## src/rtl/tc_pkg.sv

```systemverilog
package tc_pkg;

    localparam int CH_W      = 5;
    localparam int OUT_CH_W  = 8;
    localparam int OVL_W     = 1;
    localparam int PIX_W     = OVL_W + 3 * CH_W;
    localparam int RGB_W     = 3 * OUT_CH_W;
    localparam int TBL_DEPTH = 1 << OVL_W;
    localparam int PIPE_LEN  = 2;

    typedef logic [OVL_W-1:0]    ovl_t;
    typedef logic [CH_W-1:0]     chn_t;
    typedef logic [OUT_CH_W-1:0] chw_t;

    typedef struct packed {
        ovl_t ovl;
        chn_t r;
        chn_t g;
        chn_t b;
    } pix_t;

    typedef struct packed {
        chw_t r;
        chw_t g;
        chw_t b;
    } rgb_t;

    typedef struct packed {
        logic blank;
        logic hsync;
        logic vsync;
    } vctl_t;

    localparam vctl_t VCTL_IDLE = '{blank: 1'b1, hsync: 1'b0, vsync: 1'b0};

    // widen a channel by replicating its upper bits into the freed low bits
    function automatic chw_t widen(input chn_t c);
        return {c, c[CH_W-1 -: (OUT_CH_W - CH_W)]};
    endfunction

    function automatic rgb_t widen_pix(input pix_t p);
        rgb_t o;
        o.r = widen(p.r);
        o.g = widen(p.g);
        o.b = widen(p.b);
        return o;
    endfunction

endpackage

```

## src/rtl/tc_expand.sv

```systemverilog
module tc_expand
    import tc_pkg::*;
(
    input  pix_t pix,
    output rgb_t rgb,
    output logic ovl_hit
);
    always_comb begin
        rgb     = widen_pix(pix);
        ovl_hit = |pix.ovl;
    end
endmodule

```

## src/rtl/tc_ovl_table.sv

```systemverilog
module tc_ovl_table
    import tc_pkg::*;
#(
    parameter int DEPTH = TBL_DEPTH
) (
    input  logic clk,
    input  logic rst,
    input  logic we,
    input  ovl_t waddr,
    input  rgb_t wdata,
    input  ovl_t raddr,
    output rgb_t rdata
);
    rgb_t entry [DEPTH];

    for (genvar g = 0; g < DEPTH; g++) begin : g_entry
        always_ff @(posedge clk) begin
            if (rst)
                entry[g] <= '0;
            else if (we && waddr == ovl_t'(g))
                entry[g] <= wdata;
        end
    end

    // registered read; a same-edge write to the read index is forwarded
    always_ff @(posedge clk) begin
        if (rst)
            rdata <= '0;
        else if (we && waddr == raddr)
            rdata <= wdata;
        else
            rdata <= entry[raddr];
    end
endmodule

```

## src/rtl/tc_ctrl_pipe.sv

```systemverilog
module tc_ctrl_pipe
    import tc_pkg::*;
#(
    parameter int DEPTH = PIPE_LEN
) (
    input  logic  clk,
    input  logic  rst,
    input  vctl_t din,
    output vctl_t tap [DEPTH]
);
    for (genvar s = 0; s < DEPTH; s++) begin : g_stage
        if (s == 0) begin : g_first
            always_ff @(posedge clk) begin
                if (rst) tap[0] <= VCTL_IDLE;
                else     tap[0] <= din;
            end
        end else begin : g_next
            always_ff @(posedge clk) begin
                if (rst) tap[s] <= VCTL_IDLE;
                else     tap[s] <= tap[s-1];
            end
        end
    end
endmodule

```

## src/rtl/tc_out_sel.sv

```systemverilog
module tc_out_sel
    import tc_pkg::*;
(
    input  logic clk,
    input  logic rst,
    input  rgb_t direct,
    input  rgb_t table_rgb,
    input  logic ovl_hit,
    input  logic blank,
    output rgb_t rgb
);
    always_ff @(posedge clk) begin
        if (rst || blank)
            rgb <= '0;
        else if (ovl_hit)
            rgb <= table_rgb;
        else
            rgb <= direct;
    end
endmodule

```

## src/rtl/tc_overlay_path.sv

```systemverilog
module tc_overlay_path
    import tc_pkg::*;
(
    input  logic                clk,
    input  logic                rst,
    input  logic [PIX_W-1:0]    pix_i,
    input  logic                blank_i,
    input  logic                hsync_i,
    input  logic                vsync_i,
    input  logic                tbl_we_i,
    input  logic [OVL_W-1:0]    tbl_addr_i,
    input  logic [RGB_W-1:0]    tbl_data_i,
    output logic [RGB_W-1:0]    rgb_o,
    output logic                blank_o,
    output logic                hsync_o,
    output logic                vsync_o
);
    pix_t  pix;
    rgb_t  direct_c;
    logic  hit_c;
    rgb_t  direct_q;
    logic  hit_q;
    rgb_t  tbl_q;
    rgb_t  rgb_q;
    vctl_t ctl_in;
    vctl_t ctl_tap [PIPE_LEN];

    assign pix    = pix_t'(pix_i);
    assign ctl_in = '{blank: blank_i, hsync: hsync_i, vsync: vsync_i};

    tc_expand u_expand (
        .pix     (pix),
        .rgb     (direct_c),
        .ovl_hit (hit_c)
    );

    // stage 1: direct color alongside the table read
    always_ff @(posedge clk) begin
        if (rst) begin
            direct_q <= '0;
            hit_q    <= 1'b0;
        end else begin
            direct_q <= direct_c;
            hit_q    <= hit_c;
        end
    end

    tc_ovl_table u_table (
        .clk   (clk),
        .rst   (rst),
        .we    (tbl_we_i),
        .waddr (tbl_addr_i),
        .wdata (rgb_t'(tbl_data_i)),
        .raddr (pix.ovl),
        .rdata (tbl_q)
    );

    tc_ctrl_pipe #(.DEPTH(PIPE_LEN)) u_ctrl (
        .clk (clk),
        .rst (rst),
        .din (ctl_in),
        .tap (ctl_tap)
    );

    // stage 2: overlay priority and blanking
    tc_out_sel u_sel (
        .clk       (clk),
        .rst       (rst),
        .direct    (direct_q),
        .table_rgb (tbl_q),
        .ovl_hit   (hit_q),
        .blank     (ctl_tap[0].blank),
        .rgb       (rgb_q)
    );

    assign rgb_o   = rgb_q;
    assign blank_o = ctl_tap[PIPE_LEN-1].blank;
    assign hsync_o = ctl_tap[PIPE_LEN-1].hsync;
    assign vsync_o = ctl_tap[PIPE_LEN-1].vsync;
endmodule

```

## config.mk

```make
export PLATFORM = sky130hd
export DESIGN_NAME = tc_overlay_path
export DESIGN_NICKNAME = d
export VERILOG_FILES = /design/src/rtl/tc_pkg.sv /design/src/rtl/tc_expand.sv /design/src/rtl/tc_ovl_table.sv /design/src/rtl/tc_ctrl_pipe.sv /design/src/rtl/tc_out_sel.sv /design/src/rtl/tc_overlay_path.sv
export SDC_FILE = /design/constraint.sdc
export NUM_CORES = 1
export LEC_CHECK = 0
export ABC_AREA = 1
export ABC_CLOCK_PERIOD_IN_PS = 1800
export BUFFER_PORTS_ARGS = -buffer_cell sky130_fd_sc_hd__buf_4
export CELL_PAD_IN_SITES_DETAIL_PLACEMENT = 1
export CELL_PAD_IN_SITES_GLOBAL_PLACEMENT = 2
export CORE_ASPECT_RATIO = 1.25
export CORE_MARGIN = 10
export CORE_UTILIZATION = 35
export CTS_BUF_LIST = sky130_fd_sc_hd__clkbuf_8
export DETAILED_ROUTE_END_ITERATION = 12
export HOLD_SLACK_MARGIN = 0.03
export PLACE_DENSITY = 0.81
export SLEW_MARGIN = 25
export SYNTH_ARGS = -nofsm -noshare
export SYNTH_HDL_FRONTEND = slang
export SYNTH_SLANG_ARGS = --single-unit
export TNS_END_PERCENT = 100
```

## constraint.sdc

```tcl
create_clock -name clk -period 1.8 [get_ports clk]
set_input_delay 0.09 -clock clk [delete_from_list [all_inputs] [get_ports clk]]
set_output_delay 0.09 -clock clk [all_outputs]
set_load 0.05 [all_outputs]
```

==> results of run 1 <==
-- cells by family after synthesis --
group / count (synthesis) / share of synthesized area, %
flops: 118 / 63.96
simple gates: 288 / 25.51
compound gates: 24 / 2.703
buf+inv: 73 / 7.826
-- timing repair --
| item | CTS | global route |
|---|---|---|
| gates resized for setup | 0 | 0 |
| hold buffers | 49 | 0 |
| hold endpoints to repair | 67 | 0 |
| endpoints found under the setup margin | 0 | 0 |
-- registers in the layout, indices dropped and copies added, names as in the netlist --
signal         cells
direct_q          15
hit_q              1
u_ctrl.tap         6
u_sel.rgb         24
u_table.entry     48
u_table.rdata     24
-- synthesized netlist by cell type, drive strengths merged --
| cell type | count |
|---|---|
| nor2 | 116 |
| edfxtp | 48 |
| nand2 | 142 |
| or2 | 2 |
| inv | 47 |
| dfxtp | 70 |
| buf | 23 |
| a21oi | 24 |
| nand3 | 28 |
| clkbuf | 3 |
-- where the power goes --
part | internal [uW] | switching [uW]
combinational | 264 | 366
sequential | 2960 | 53.8
clock | 1130 | 941
total | 4360 | 1360
-- final cells by class --
class,instances,area (sq um)
inverter,47,178.9
multi-input combinational,312,1254
timing repair buffer,134,1129
tap,164,205.2
clock inverter,8,33.78
fill,1488,6315
sequential,118,2843
clock buffer,23,316.6
-- through the flow --
step	setup slack, ns	instances
2_1_floorplan	0.4260	503
3_3_place_gp	0.5280	726
3_5_place_dp	0.5072	726
4_1_cts	0.4196	806
5_1_grt	0.3106	806
6_report	0.3743	806
-- worst register-to-register path, stage by stage (launching register included) --
cell	delay, ns
dfxtp_1	0.30
or2_1	0.64
a21oi_1	0.11
-- worst min path at each step --
stage	startpoint	end	slack, ns	depth (start not counted)
global route	pix_i[15]	u_table.rdata[4]$_SDFF_PP0_	0.23	5
finish	pix_i[15]	u_table.rdata[20]$_SDFF_PP0_	0.22	5
floorplan	blank_i	u_ctrl.tap[5]$_SDFF_PP1_	0.19	1
CTS	pix_i[15]	u_table.rdata[4]$_SDFF_PP0_	0.20	5
detailed placement	blank_i	u_ctrl.tap[5]$_SDFF_PP1_	0.28	2
global placement	blank_i	u_ctrl.tap[5]$_SDFF_PP1_	0.28	2
-- metal layers --
| layer | vias to the layer above | track usage [%] | wire length [um] |
|---|---|---|---|
| li1 | 1807 | - | - |
| met4 | 0 | 4.716 | 125 |
| met1 | 1690 | 16.24 | 5162 |
| met2 | 68 | 23.28 | 5947 |
| met5 | - | 0 | 0 |
| met3 | 7 | 4.031 | 525 |
==> impl_metrics.py, run 1 <==
metrics = {
    "sta": {
        "drv_slew": 0,
        "worst_pin_slew_ns": 0.8427,
        "min_period_over_period_pct": 79.20,
        "clock_skew_ns": 0.007040,
        "fin_setup_tns_ns": 0,
        "relSlewSlack_pct": 43.82,
        "holdWs_ns": 0.2224,
        "setup_viol": 0,
        "report.final.hold_viol_count": 0,
        "fmax_mhz": 701.4,
        "finalCriticalPeriod_ns": 1.426,
        "rsz0062_at_grt": "false",
    },
    "finish": {
        "drive_gt1_share_pct": 18.38,
        "area_delta_synth_final_pct": 34.09,
        "final_area_sq_um": 5959,
        "final_common_cell": "nand2_1",
        "antenna_cells": 0,
        "postLayoutCoreUtil_pct": 48.55,
        "fin_nets": 677,
        "final_cell_mix": "139 x nand2_1, 116 x nor2_1, 85 x buf_4",
    },
    "synthesis": {
        "ys_seq_area_share_pct": 63.96,
        "synthesis.nets": 550,
        "synthCells": 503,
        "synth_top_area_share_pct": 32.43,
        "syn_avg_cell_area_sq_um": 8.836,
        "ys_types": 18,
        "synthesis.area_sq_um": 4444,
        "yosysWarnings": 0,
        "yosys-top-cells-area": "edfxtp_1 32%, dfxtp_1 32%, nand2_1 12%",
        "synth-seq-cells": 118,
        "synth_top_cell_by_area": "edfxtp_1",
    },
    "detailed_routing": {
        "wl_um": 11760,
        "vias": 3572,
        "initialDrtViolationCount": 130,
        "drc": 0,
        "avgViaCountPerCell": 4.432,
        "first_pass_iters": 4,
        "ant_nets": 0,
        "post_drt_wl_per_cell_um": 14.59,
    },
    "clock_network": {
        "path_clk_slew_ns": 0.06,
        "cts_setup_buffers": 0,
        "clkSinkCount": 118,
        "clock_latency_ns": 0.42,
        "root_buffer": "clkbuf_8",
        "cts_tree": "built",
        "cts-buffers-inserted": 17,
        "ctsHtreeMaxLevel": 4,
        "clockBufferDepth": 2,
    },
    "placement": {
        "gp_congestion": 0.7543,
        "place_area_sq_um": 5119,
        "io_buffers": 73,
        "hpwl_um": 8174,
    },
    "run": {
        "maxCapViolCount": 0,
    },
    "critical_path": {
        "required_ns": 2.06,
        "path_buf_inv": 4,
        "rrSetupSlack_ns": 0.59,
        "cp_num_cells": 6,
        "r2r_start": "u_ctrl.tap[5]$_SDFF_PP1_",
        "critPathKind": "in -> reg",
        "ff2ff_path_depth": 2,
        "crit_slowest_cell": "dlygate4sd3_1",
        "cp_common_cell": "buf_4",
        "r2r-end": "u_sel.rgb[6]$_SDFF_PP0_",
        "end_kind": "flop",
        "cp_max_fo": 18,
        "critPathMaxStageDelay_ns": 0.55,
        "cp_cell_sequence": "dlygate4sd3_1 -> buf_4 -> inv_2 -> nand3_1 -> buf_4 -> nor2_1",
        "critPathTopFamily": "buffers and inverters",
        "arrival_ns": 1.69,
        "cp-endpoint": "u_table.entry[0][11]$_SDFFCE_PN0P_",
        "crit_start": "rst",
        "cp-start-kind": "input pin",
    },
    "pwr": {
        "vdd_drop_max_mv": 0.4072,
        "power.density_nw_per_um2": 959.2,
        "power_leakage_uw": 0.002791,
        "power_uw": 5716,
    },
    "die": {
        "die_area_sq_um": 17630,
        "core_sq_um": 12270,
        "die_x_um": 120.8,
        "die_h_um": 146.0,
        "io_pins": 74,
        "initial_utilization_pct": 36.21,
        "rows": 45,
    },
    "hold_path": {
        "hold_path.class": "in -> reg",
    },
    "grt": {
        "first_global_vias": 3877,
        "antenna_found_initial": 0,
        "grt_max_degree": 28,
        "grt_pass1_wl_um": 19470,
        "grt_usage_pct": 13.82,
        "globalRouteOverflowTotal": 0,
    },
    "status": {
        "outcome": "completed",
    },
}
(Power assumes the default switching activity.)
==> run 2, diff against run 1 <==
- ABC_CLOCK_PERIOD_IN_PS: 1800 -> 1500
- clock period: 1.8 -> 1.5 ns (I/O delays scaled with it)
==> impl_metrics.py, run 2 (synthesized netlist as in run 1, its figures left out) <==
metrics = {
    "die": {
        "core_sq_um": 12270,
        "io_pins": 74,
        "initial_utilization_pct": 36.21,
        "die_x_um": 120.8,
        "die_h_um": 146.0,
        "die_area_sq_um": 17630,
        "rows": 45,
    },
    "sta": {
        "report.final.hold_viol_count": 0,
        "relSlewSlack_pct": 44.94,
        "clock_skew_ns": 0.01111,
        "fmax_mhz": 746.4,
        "fin_setup_tns_ns": 0,
        "min_period_over_period_pct": 89.32,
        "setup_viol": 0,
        "finalCriticalPeriod_ns": 1.340,
        "drv_slew": 0,
        "worst_pin_slew_ns": 0.8259,
        "worst_slack_ns": 0.1601,
        "rsz0062_at_grt": "false",
    },
    "detailed_routing": {
        "wl_um": 11970,
        "first_pass_iters": 4,
        "ant_nets": 0,
        "vias": 3566,
        "initialDrtViolationCount": 129,
        "avgViaCountPerCell": 4.435,
        "drc": 0,
        "post_drt_wl_per_cell_um": 14.89,
    },
    "clock_network": {
        "root_buffer": "clkbuf_8",
        "clock_latency_ns": 0.42,
        "cts_tree": "built",
        "clockBufferDepth": 2,
        "cts_resized": 0,
        "path_clk_slew_ns": 0.06,
        "cts-buffers-inserted": 17,
        "clkSinkCount": 118,
        "ctsHtreeMaxLevel": 4,
    },
    "finish": {
        "fill_cells": 1487,
        "regMostFlops": "u_table.entry",
        "fin_cells": 804,
        "final_cell_mix": "139 x nand2_1, 116 x nor2_1, 83 x buf_4",
        "top_regs": "u_table.entry (48), u_sel.rgb (24), u_table.rdata (24)",
        "fin_nets": 676,
        "final_common_cell": "nand2_1",
        "largest_register_ffs": 48,
        "drive_gt1_share_pct": 18.44,
        "antenna_cells": 0,
        "area_delta_synth_final_pct": 33.95,
        "final_area_sq_um": 5953,
    },
    "pwr": {
        "vdd_drop_max_mv": 0.4271,
        "power.density_nw_per_um2": 1138,
        "power_leakage_uw": 0.002784,
    },
    "critical_path": {
        "critPathMaxStageDelay_ns": 0.55,
        "cp_cell_sequence": "dlygate4sd3_1 -> buf_4 -> or2_2 -> dlygate4sd3_1",
        "cp-start-kind": "input pin",
        "cp_common_cell": "dlygate4sd3_1",
        "critPathKind": "in -> reg",
        "cp_max_fo": 10,
        "required_ns": 1.80,
        "critPathTopFamily": "buffers and inverters",
        "cp_num_cells": 4,
        "end_kind": "flop",
        "ff2ff_path_depth": 2,
        "crit_slowest_cell": "dlygate4sd3_1",
        "arrival_ns": 1.64,
        "path_buf_inv": 3,
    },
    "placement": {
        "dp.cells": 726,
        "place_area_sq_um": 5144,
        "io_buffers": 73,
        "gp_congestion": 0.7122,
        "hpwl_um": 7905,
        "pre_cts_ws_ns": 0.2567,
    },
    "grt": {
        "grt_usage_pct": 13.84,
        "first_global_vias": 3922,
        "grt_max_degree": 26,
        "globalRouteOverflowTotal": 0,
        "antenna_found_initial": 0,
        "grt_pass1_wl_um": 19590,
    },
    "run": {
        "maxCapViolCount": 0,
    },
    "hold_path": {
        "worstHoldPathCells": 4,
        "hold_path.class": "in -> reg",
    },
    "status": {
        "outcome": "completed",
    },
}
-- run 2: cell count changes in the layout (fill, tap and decap cells not counted) --
cell,delta
buf_12,+2
buf_4,-2
clkbuf_8,-2
clkinv_2,+2
dlygate4sd3_1,-1
inv_1,-1
-- run 2: worst min-delay path, cell delays in order --
cell and delay (ns):
buf_4 0.12, inv_4 0.04, buf_4 0.23, nor2_1 0.11
-- run 2: area by class of cell --
| class | count | area (sq um) | share of cell area, % |
|---|---|---|---|
| Tap cell | 164 | 205.2 | 3.447 |
| Timing Repair Buffer | 133 | 1144 | 19.21 |
| Inverter | 47 | 178.9 | 3.005 |
| Clock buffer | 21 | 289.0 | 4.855 |
| Clock inverter | 9 | 40.04 | 0.6726 |
| Sequential cell | 118 | 2843 | 47.75 |
| Multi-Input combinational cell | 312 | 1254 | 21.06 |
-- run 2: worst paths after layout --
kind                                          startpoint                        to  slack (ns)
worst max-delay path                                 rst  u_ctrl.tap[5]$_SDFF_PP1_        0.16
worst min-delay path                           pix_i[15]          hit_q$_SDFF_PP0_        0.22
worst max register to register  u_ctrl.tap[5]$_SDFF_PP1_   u_sel.rgb[8]$_SDFF_PP0_        0.29
worst min register to register  u_ctrl.tap[4]$_SDFF_PP0_  u_ctrl.tap[1]$_SDFF_PP0_        0.40
-- run 2: power breakdown --
part           leakage [uW]  total (uW)  switching, uW  internal (uW)
clock network      0.000192        2390           1130           1260
logic               0.00153         771            446            325
registers           0.00106        3610           63.4           3550
-- run 2: metrics by stage --
step	hold WS (ns)	utilization, %	total power, uW
6_report	0.2175	48.50	6772
3_3_place_gp	0.2816	41.91	4334
2_1_floorplan	0.1788	-	4086
4_1_cts	0.1997	48.50	6840
3_5_place_dp	0.2872	41.91	4363
5_1_grt	0.2255	48.50	7080
-- run 2: layer usage --
metal | track usage (%) | vias to the layer above | share of wire [%]
met5 | 0 | - | 0
met4 | 5.139 | 0 | 1.4
met3 | 3.760 | 16 | 4.1
met2 | 23.85 | 72 | 50
met1 | 15.79 | 1678 | 44
li1 | - | 1800 | -
-- run 2: repair_timing --
| item | CTS | global route |
|---|---|---|
| buffers inserted | 0 | 0 |
| hold endpoints to repair | 77 | 0 |
| hold buffers | 48 | 0 |
==> run 3, diff against run 2 <==
- ABC_AREA: 1 -> not set
- CORE_UTILIZATION: 35 -> 38
==> impl_metrics.py, run 3 <==
metrics = {
    "synthesis": {
        "ys_types": 21,
        "syn_avg_cell_area_sq_um": 11.68,
        "synth-seq-cells": 118,
        "synth_top_area_share_pct": 32.63,
        "synthCells": 378,
        "synth_edf_count": 48,
        "async_reset_ff_share_pct": 0,
        "synthTopCellsByCount": "70 x dfxtp_1, 48 x and2_1, 48 x edfxtp_1",
        "synthesis.nets": 425,
        "yosysMostFrequentCell": "dfxtp_1",
        "synth_top_cell_by_area": "edfxtp_1",
        "synthFlopType": "dfxtp_1",
        "ys_seq_area_share_pct": 64.36,
        "yosys-top-cells-area": "edfxtp_1 33%, dfxtp_1 32%, and2_1 6.8%",
        "yosysWarnings": 0,
        "synthesis.area_sq_um": 4417,
    },
    "critical_path": {
        "required_ns": 1.63,
        "r2r_start": "u_ctrl.tap[5]$_SDFF_PP1_",
        "arrival_ns": 1.43,
        "cp-start-kind": "input pin",
        "r2r-end": "u_sel.rgb[8]$_SDFF_PP0_",
        "rrSetupSlack_ns": 0.45,
        "cp-endpoint": "u_table.entry[1][4]$_SDFFCE_PN0P_",
        "crit_start": "rst",
        "critPathKind": "in -> reg",
        "end_kind": "flop",
        "ff2ff_path_depth": 2,
        "cp_max_fo": 26,
    },
    "status": {
        "outcome": "completed",
    },
    "finish": {
        "drive_gt1_share_pct": 23.24,
        "regMostFlops": "u_table.entry",
        "top_regs": "u_table.entry (48), u_sel.rgb (24), u_table.rdata (24)",
        "fin_cells": 647,
        "final_area_sq_um": 6077,
        "final_cell_mix": "77 x buf_4, 70 x dfxtp_1, 51 x dlygate4sd3_1",
        "fill_cells": 1201,
        "final_common_cell": "buf_4",
        "largest_register_ffs": 48,
        "antenna_cells": 0,
        "area_delta_synth_final_pct": 37.59,
        "fin_nets": 546,
    },
    "sta": {
        "relSlewSlack_pct": 68.58,
        "rsz0062_at_grt": "false",
        "fmax_mhz": 765.2,
        "worst_pin_slew_ns": 0.4713,
        "finalCriticalPeriod_ns": 1.307,
        "clock_skew_ns": 0.007140,
        "min_period_over_period_pct": 87.13,
        "setup_viol": 0,
        "report.final.hold_viol_count": 0,
        "fin_setup_tns_ns": 0,
        "holdWs_ns": 0.1869,
        "drv_slew": 0,
    },
    "placement": {
        "io_buffers": 73,
        "dp.cells": 564,
        "gp_congestion": 0.7495,
        "hpwl_um": 6852,
        "place_area_sq_um": 5147,
    },
    "clock_network": {
        "root_buffer": "clkbuf_8",
        "path_clk_slew_ns": 0.06,
        "cts_resized": 0,
        "cts_tree": "built",
        "clock_latency_ns": 0.42,
        "clockBufferDepth": 2,
        "cts-buffers-inserted": 17,
        "cts_setup_buffers": 0,
        "clkSinkCount": 118,
        "ctsHtreeMaxLevel": 4,
    },
    "grt": {
        "globalRouteOverflowTotal": 0,
        "first_global_vias": 3481,
        "grt_max_degree": 50,
        "grt_pass1_wl_um": 17860,
        "grt_usage_pct": 14.09,
        "antenna_found_initial": 0,
    },
    "die": {
        "core_sq_um": 11240,
        "die_area_sq_um": 16360,
        "die_x_um": 116.4,
        "rows": 43,
        "io_pins": 74,
        "die_h_um": 140.5,
        "initial_utilization_pct": 39.28,
    },
    "detailed_routing": {
        "ant_nets": 0,
        "first_pass_iters": 5,
        "post_drt_wl_per_cell_um": 16.76,
        "initialDrtViolationCount": 157,
        "drc": 0,
        "vias": 3178,
        "avgViaCountPerCell": 4.912,
        "wl_um": 10840,
    },
    "pwr": {
        "power_uw": 7398,
        "power_leakage_uw": 0.002480,
        "vdd_drop_max_mv": 0.6107,
        "power.density_nw_per_um2": 1217,
    },
    "run": {
        "maxCapViolCount": 0,
    },
    "hold_path": {
        "hold_path.class": "in -> reg",
    },
}
## run 3: kinds of logic after synthesis
logic type                count (synthesis)  share of synthesized area, %
muxes                                     6                         1.360
buffers and inverters                    56                         5.212
AOI/OAI and AO/OA                        68                         11.90
and+or+nand+nor                         129                         16.97
DFF                                     118                         64.36
xor gates and xnor gates                  1                        0.1983
## run 3: final cells by class
cell class | instances | area, sq um | area share [%]
tap | 135 | 168.9 | 2.779
sequential | 118 | 2843 | 46.78
multi-input combinational | 204 | 1364 | 22.44
timing repair buffer | 133 | 1189 | 19.56
clock buffer | 21 | 289.0 | 4.756
inverter | 25 | 93.84 | 1.544
clock inverter | 11 | 130.1 | 2.141
## run 3: power by group
group	switching (uW)	internal, uW
Clock	1220	1790
Combinational	386	379
Sequential	68.8	3550
Total	1670	5730
## run 3: worst min-delay path by stage
stage	from	to	slack (ns)	depth (start not counted)
global route	pix_i[15]	hit_q$_SDFF_PP0_	0.16	3
detailed placement	blank_i	u_ctrl.tap[5]$_SDFF_PP1_	0.27	2
CTS	pix_i[15]	hit_q$_SDFF_PP0_	0.15	3
finish	pix_i[15]	hit_q$_SDFF_PP0_	0.19	3
global placement	blank_i	u_ctrl.tap[5]$_SDFF_PP1_	0.26	2
floorplan	blank_i	u_ctrl.tap[5]$_SDFF_PP1_	0.18	1
## run 3: critical path, cell delays in order
cell and delay [ns]:
dlygate4sd3_1 0.54, buf_4 0.30, a21o_2 0.31, buf_12 0.19
## run 3: routing by layer
metal  share of wire [%]  routed length (um)  track usage, %  up-vias
li1                    -                   -               -     1556
met1                  44                4770           17.16     1538
met2                  50                5408           22.32       73
met3                 4.8                 523           4.615       11
met4                 1.3                 139           5.545        0
met5                   0                   0               0        -
## run 3: per-stage QoR
stage,util (%),worst slack [ns]
2_1_floorplan,-,0.05450
3_3_place_gp,45.78,0.3143
3_5_place_dp,45.78,0.2947
4_1_cts,54.04,0.2147
5_1_grt,54.04,0.1491
6_report,54.04,0.1931
## run 3: what timing repair did
action | in CTS | in global routing
endpoints found under the setup margin | 0 | 0
endpoints found under the hold margin | 92 | 0
hold buffers | 51 | 0
